[src/rtl/spi_ctrl_master.sv]
module spi_ctrl_master (
  input  logic       clk,
  input  logic       rst_n,
  input  logic       wr_en,
  input  logic [1:0] wr_addr,
  input  logic [7:0] wr_data,
  input  logic       ss_pin,
  input  logic       miso,
  output logic       sck,
  output logic       mosi,
  output logic       xfer_done,
  output logic [7:0] rx_byte,
  output logic       busy,
  output logic       master_on,
  output logic       enabled,
  output logic       mode_fault,
  output logic       wr_collision
);
  logic [2:0] rate_q;
  logic       cpol_q, cpha_q, en_q, mstr_q, ssm_q, ssi_q, cfg_ok_q;
  logic       fault_q, wcol_q, busy_q, phase_q, done_q, mosi_q;
  logic [3:0] edge_q;
  logic [7:0] cnt_q, tx_q, rxsh_q, rx_q;

  logic       ss_int, fault_now, wr_ctrl, wr_mode, wr_dat, wr_clr;
  logic       tick, leading, trailing, last, start;
  logic [7:0] half;
  logic [2:0] bidx;

  assign ss_int    = ssm_q ? ssi_q : ss_pin;
  assign fault_now = mstr_q & ~ss_int;
  assign wr_ctrl   = wr_en && wr_addr == 2'd0;
  assign wr_mode   = wr_en && wr_addr == 2'd1;
  assign wr_dat    = wr_en && wr_addr == 2'd2;
  assign wr_clr    = wr_en && wr_addr == 2'd3;
  assign half      = 8'd1 << rate_q;
  assign tick      = busy_q && cnt_q == half - 8'd1;
  assign leading   = tick && !edge_q[0];
  assign trailing  = tick && edge_q[0];
  assign last      = trailing && edge_q == 4'd15;
  assign bidx      = edge_q[3:1];
  assign start     = wr_dat && en_q && mstr_q && !busy_q && !fault_now;

  always_ff @(posedge clk or negedge rst_n) begin
    if (!rst_n) begin
      rate_q <= '0; cpol_q <= 1'b0; cpha_q <= 1'b0;
      en_q <= 1'b0; mstr_q <= 1'b0; ssm_q <= 1'b0; ssi_q <= 1'b0;
      cfg_ok_q <= 1'b0; fault_q <= 1'b0; wcol_q <= 1'b0;
      busy_q <= 1'b0; phase_q <= 1'b0; done_q <= 1'b0; mosi_q <= 1'b0;
      edge_q <= '0; cnt_q <= '0; tx_q <= '0; rxsh_q <= '0; rx_q <= '0;
    end else begin
      done_q <= 1'b0;
      if (wr_ctrl && !busy_q) begin
        rate_q   <= wr_data[2:0];
        cpol_q   <= wr_data[3];
        cpha_q   <= wr_data[4];
        cfg_ok_q <= 1'b1;
      end
      if (wr_mode) begin
        en_q   <= wr_data[0];
        mstr_q <= wr_data[1] & cfg_ok_q;
        ssm_q  <= wr_data[2];
        ssi_q  <= wr_data[3];
      end
      if (wr_clr) begin
        if (wr_data[0]) fault_q <= 1'b0;
        if (wr_data[1]) wcol_q  <= 1'b0;
      end
      if (wr_dat && busy_q) wcol_q <= 1'b1;

      if (start) begin
        busy_q  <= 1'b1;
        tx_q    <= wr_data;
        mosi_q  <= wr_data[7];
        cnt_q   <= '0;
        edge_q  <= '0;
        phase_q <= 1'b0;
      end else if (busy_q) begin
        if (tick) begin
          cnt_q   <= '0;
          edge_q  <= edge_q + 4'd1;
          phase_q <= ~phase_q;
          if (leading) begin
            if (cpha_q) mosi_q <= tx_q[3'd7 - bidx];
            else        rxsh_q <= {rxsh_q[6:0], miso};
          end
          if (trailing) begin
            if (cpha_q) rxsh_q <= {rxsh_q[6:0], miso};
            else if (!last) mosi_q <= tx_q[3'd6 - bidx];
          end
          if (last) begin
            busy_q  <= 1'b0;
            done_q  <= 1'b1;
            rx_q    <= cpha_q ? {rxsh_q[6:0], miso} : rxsh_q;
          end
        end else begin
          cnt_q <= cnt_q + 8'd1;
        end
      end

      if (wr_mode && !(wr_data[0] && wr_data[1] && cfg_ok_q)) begin
        busy_q  <= 1'b0;
        phase_q <= 1'b0;
      end
      if (fault_now) begin
        mstr_q  <= 1'b0;
        en_q    <= 1'b0;
        fault_q <= 1'b1;
        busy_q  <= 1'b0;
        phase_q <= 1'b0;
      end
    end
  end

  assign sck          = cpol_q ^ phase_q;
  assign mosi         = mosi_q;
  assign xfer_done    = done_q;
  assign rx_byte      = rx_q;
  assign busy         = busy_q;
  assign master_on    = mstr_q;
  assign enabled      = en_q;
  assign mode_fault   = fault_q;
  assign wr_collision = wcol_q;
endmodule

[config.mk]
export PLATFORM = sky130hd
export DESIGN_NAME = spi_ctrl_master
export DESIGN_NICKNAME = d
export VERILOG_FILES = /design/src/rtl/spi_ctrl_master.sv
export SDC_FILE = /design/constraint.sdc
export NUM_CORES = 1
export LEC_CHECK = 0
export ABC_AREA = 1
export CAP_MARGIN = 0
export CELL_PAD_IN_SITES_DETAIL_PLACEMENT = 0
export CELL_PAD_IN_SITES_GLOBAL_PLACEMENT = 1
export CORE_UTILIZATION = 41
export DETAILED_ROUTE_END_ITERATION = 8
export PLACE_DENSITY = 0.76
export SETUP_SLACK_MARGIN = 0.05
export SLEW_MARGIN = 40
export SYNTH_ARGS = -nofsm -noshare
export SYNTH_HDL_FRONTEND = slang
export SYNTH_SLANG_ARGS = --single-unit
[constraint.sdc]
create_clock -name clk -period 2.55 [get_ports clk]
set_clock_uncertainty 0.15 [all_clocks]
set_input_delay 0.6375 -clock clk [delete_from_list [all_inputs] [get_ports clk]]
set_output_delay 0.6375 -clock clk [all_outputs]
set_load 0.01 [all_outputs]
==> impl_metrics.toml <==
[yosys]
yosys-top-cells-area = "dfrtp_1, nand2_1, inv_1"
ys_seq_elements = 52
syn_area_per_cell_um2 = 7.901
yosys_warnings = 0
ys_seq_area_frac = 0.4760
synth_cells = 346
async_flop_share = 1.000
syn_area_mm2 = 0.002734
yosys.area.top_type = "dfrtp_1"
ys.flop_type = "dfrtp_1"
synth_cell_type_count = 28
synth_edf_count = 0
synth_top_area_frac = 0.4760
syn_nets = 365

[timing]
fin_crit_ns = 2.196
max_slew.worst_pin.slew_ns = 0.5339
tns_ns = 0
setup_violations = 0
rsz0062_at_grt = "no"
slew_violations = 0
finalHoldViolCount = 0
fmax_ghz = 0.4553
post-route-period-util = 0.8612
slew_headroom = 0.6441

[critical_path]
worst-endpoint-arrival_ns = 1.41
cp_max_fo = 3
critPathCaptureType = "primary output"
crit_slowest_cell = "clkdlybuf4s50_1"
crit_type = "flip-flop to primary output"
cp-start-kind = "flip-flop"
worstReg2RegEnd = "rx_byte[1]"
crit_chain = "xor2_1 -> clkdlybuf4s50_1"
crit_path_end = "sck"
startpoint = "phase_q"
ff2ff_setup_slack_ns = 0.46
r2r-start = "rate_q[2]"
cp.required_ns = 1.76
reg2reg_depth = 10
slowest_delay_ns = 0.54

[grt]
grt_max_degree = 32
antenna_found_initial = 0
grtUsageTotal = 0.1830
gr-total-overflow = 0
grt_pass1_wl_um = 10340
grt_pass1_vias = 2107

[layout]
multi_input_area_mm2 = 0.001187
nFillCells = 643
final_nets = 402
diodes = 0
syn2layout_area_growth_pct = 19.13
layout.cells.non_filler = 461
drive_gt1_frac = 0.1068
seqCellArea_mm2 = 0.001301

[pwr]
combinationalPowerShare = 0.322
peakVddDrop_uv = 458.4
leakagePower_nw = 1.638
seqPwrFrac = 0.461
pwr-share-clk = 0.216
intPower_mw = 1.627
p_sw_mw = 0.9308
power.density_mw_per_mm2 = 785.2
swShare = 0.3640

[clock_tree]
cts.path.max_buffers = 2
root_buffer = "clkbuf_8"
h-tree-depth = 2
cts_sinks = 52
clkLatencyLatePin_ns = 0.30
cts_tree = "done"
postCtsSetupBuffers = 0
ctsHoldBuffers = 0
cts_buffers = 5
cts.clk_slew.worst_paths_ns = 0.09
cts_resized = 0

[floorplanning]
dieArea_mm2 = 0.006998
core_mm2 = 0.006386
die_x_um = 83.66
rows = 29
initial_utilization = 0.4281
chipHeight_um = 83.66
boundaryPins = 31

[hold_path]
hp-class = "input port to async pin"

[routing]
drcViolationCount = 0
avgViaCountPerCell = 4.874
dr.pass1.iters = 4
vias = 2247
drt_iter0_drc = 62
wirelength_um = 5734
ant_nets = 0
wl_per_cell_um = 12.44

[place]
place_hpwl_um = 4395
port_buffers = 30
dp_cells = 453
place.gp.congestion = 0.7673

[job]
cap_viol_max_count = 0

[status]
status = "complete, no violations"
[registers in the layout, summed over array words and instances (netlist names), 3 cells and up]
name,count
cnt_q,8
edge_q,4
rate_q,3
rx_byte,8
rxsh_q,8
tx_q,8
[placed cells by master, fill, tap and decap left out, types with 8 or more instances in the layout]
cell type	Yosys	routed
dfrtp_1	52	52
o21ai_1	8	8
clkdlybuf4s50_1	0	29
nor2_1	24	24
o21ai_2	8	8
o21ai_0	35	35
inv_1	48	48
a21oi_1	19	19
nand3_1	25	25
nand2_1	83	83
[critical path: cells and delay by family, from the launching register on]
kind      cells  cell delay [ns]
xor+xnor      1             0.15
flops         1             0.42
buf+inv       1             0.54
[cells in the mapped netlist, types with 5 or more instances]
| master | n |
|---|---|
| dfrtp_1 | 52 |
| nand2_1 | 83 |
| o21ai_1 | 8 |
| xor2_1 | 6 |
| a21oi_1 | 19 |
| o21ai_2 | 8 |
| nand3_1 | 25 |
| nand2_2 | 5 |
| o21ai_0 | 35 |
| nor2_1 | 24 |
| inv_1 | 48 |
[layer usage]
layer	up-vias	global-route usage	wire [um]
li1	1172	-	-
met1	1040	0.2582	2867
met2	29	0.2942	2666
met3	6	0.02671	132
met4	0	0.05085	68
met5	-	0	0
[power groups by stage]
stage          sequential, mW  combinational (mW)  clock, mW
2_1_floorplan            1.14               0.591          0
3_3_place_gp             1.19               0.824          0
3_5_place_dp             1.20               0.831          0
4_1_cts                  1.18               0.835      0.571
5_1_grt                  1.22               0.970      0.612
6_report                 1.18               0.824      0.553
[worst min path at each step]
stage	from	endpoint	slack (ns)	cells after the start
global placement	cfg_ok_q	cfg_ok_q	0.30	2
finish	rst_n	tx_q[3]	0.16	1
floorplan	rst_n	busy	0.19	0
detailed placement	cfg_ok_q	cfg_ok_q	0.30	2
CTS	rst_n	tx_q[3]	0.17	1
global route	rst_n	ssm_q	0.18	1
[per-stage QoR]
stage                       util  cell area [um^2]  power (mW)  worst slack (ns)  hold slack (ns)
final                     0.5100              3257       2.557            0.3538           0.1584
after global routing      0.5100              3257       2.799            0.2196           0.1798
after CTS                 0.5100              3257       2.586            0.3270           0.1660
after detailed placement  0.4931              3149       2.026            0.1652           0.3010
after global placement    0.4931              3149       2.018            0.1931           0.3009
after floorplan                -              2734       1.731            0.6369           0.1919
[logic make-up (layout without fill, tap and decap cells)]
group | after synthesis | count (layout) | share of synthesized area
compound gates | 71 | 71 | 0.1419
mux | 1 | 1 | 0.003661
flops | 52 | 52 | 0.4760
xor+xnor | 7 | 7 | 0.02243
fa+ha+maj | 4 | 4 | 0.01831
buf+inv | 60 | 98 | 0.08970
simple gates | 151 | 151 | 0.2481
[layout make-up]
| class | count | share of cell area |
|---|---|---|
| Timing Repair Buffer | 37 | 0.1106 |
| Clock inverter | 2 | 0.01076 |
| Sequential cell | 52 | 0.3995 |
| Clock buffer | 6 | 0.02228 |
| Tap cell | 77 | 0.02958 |
| Multi-Input combinational cell | 234 | 0.3646 |
| Inverter | 53 | 0.06262 |
(Power assumes the default switching activity.)
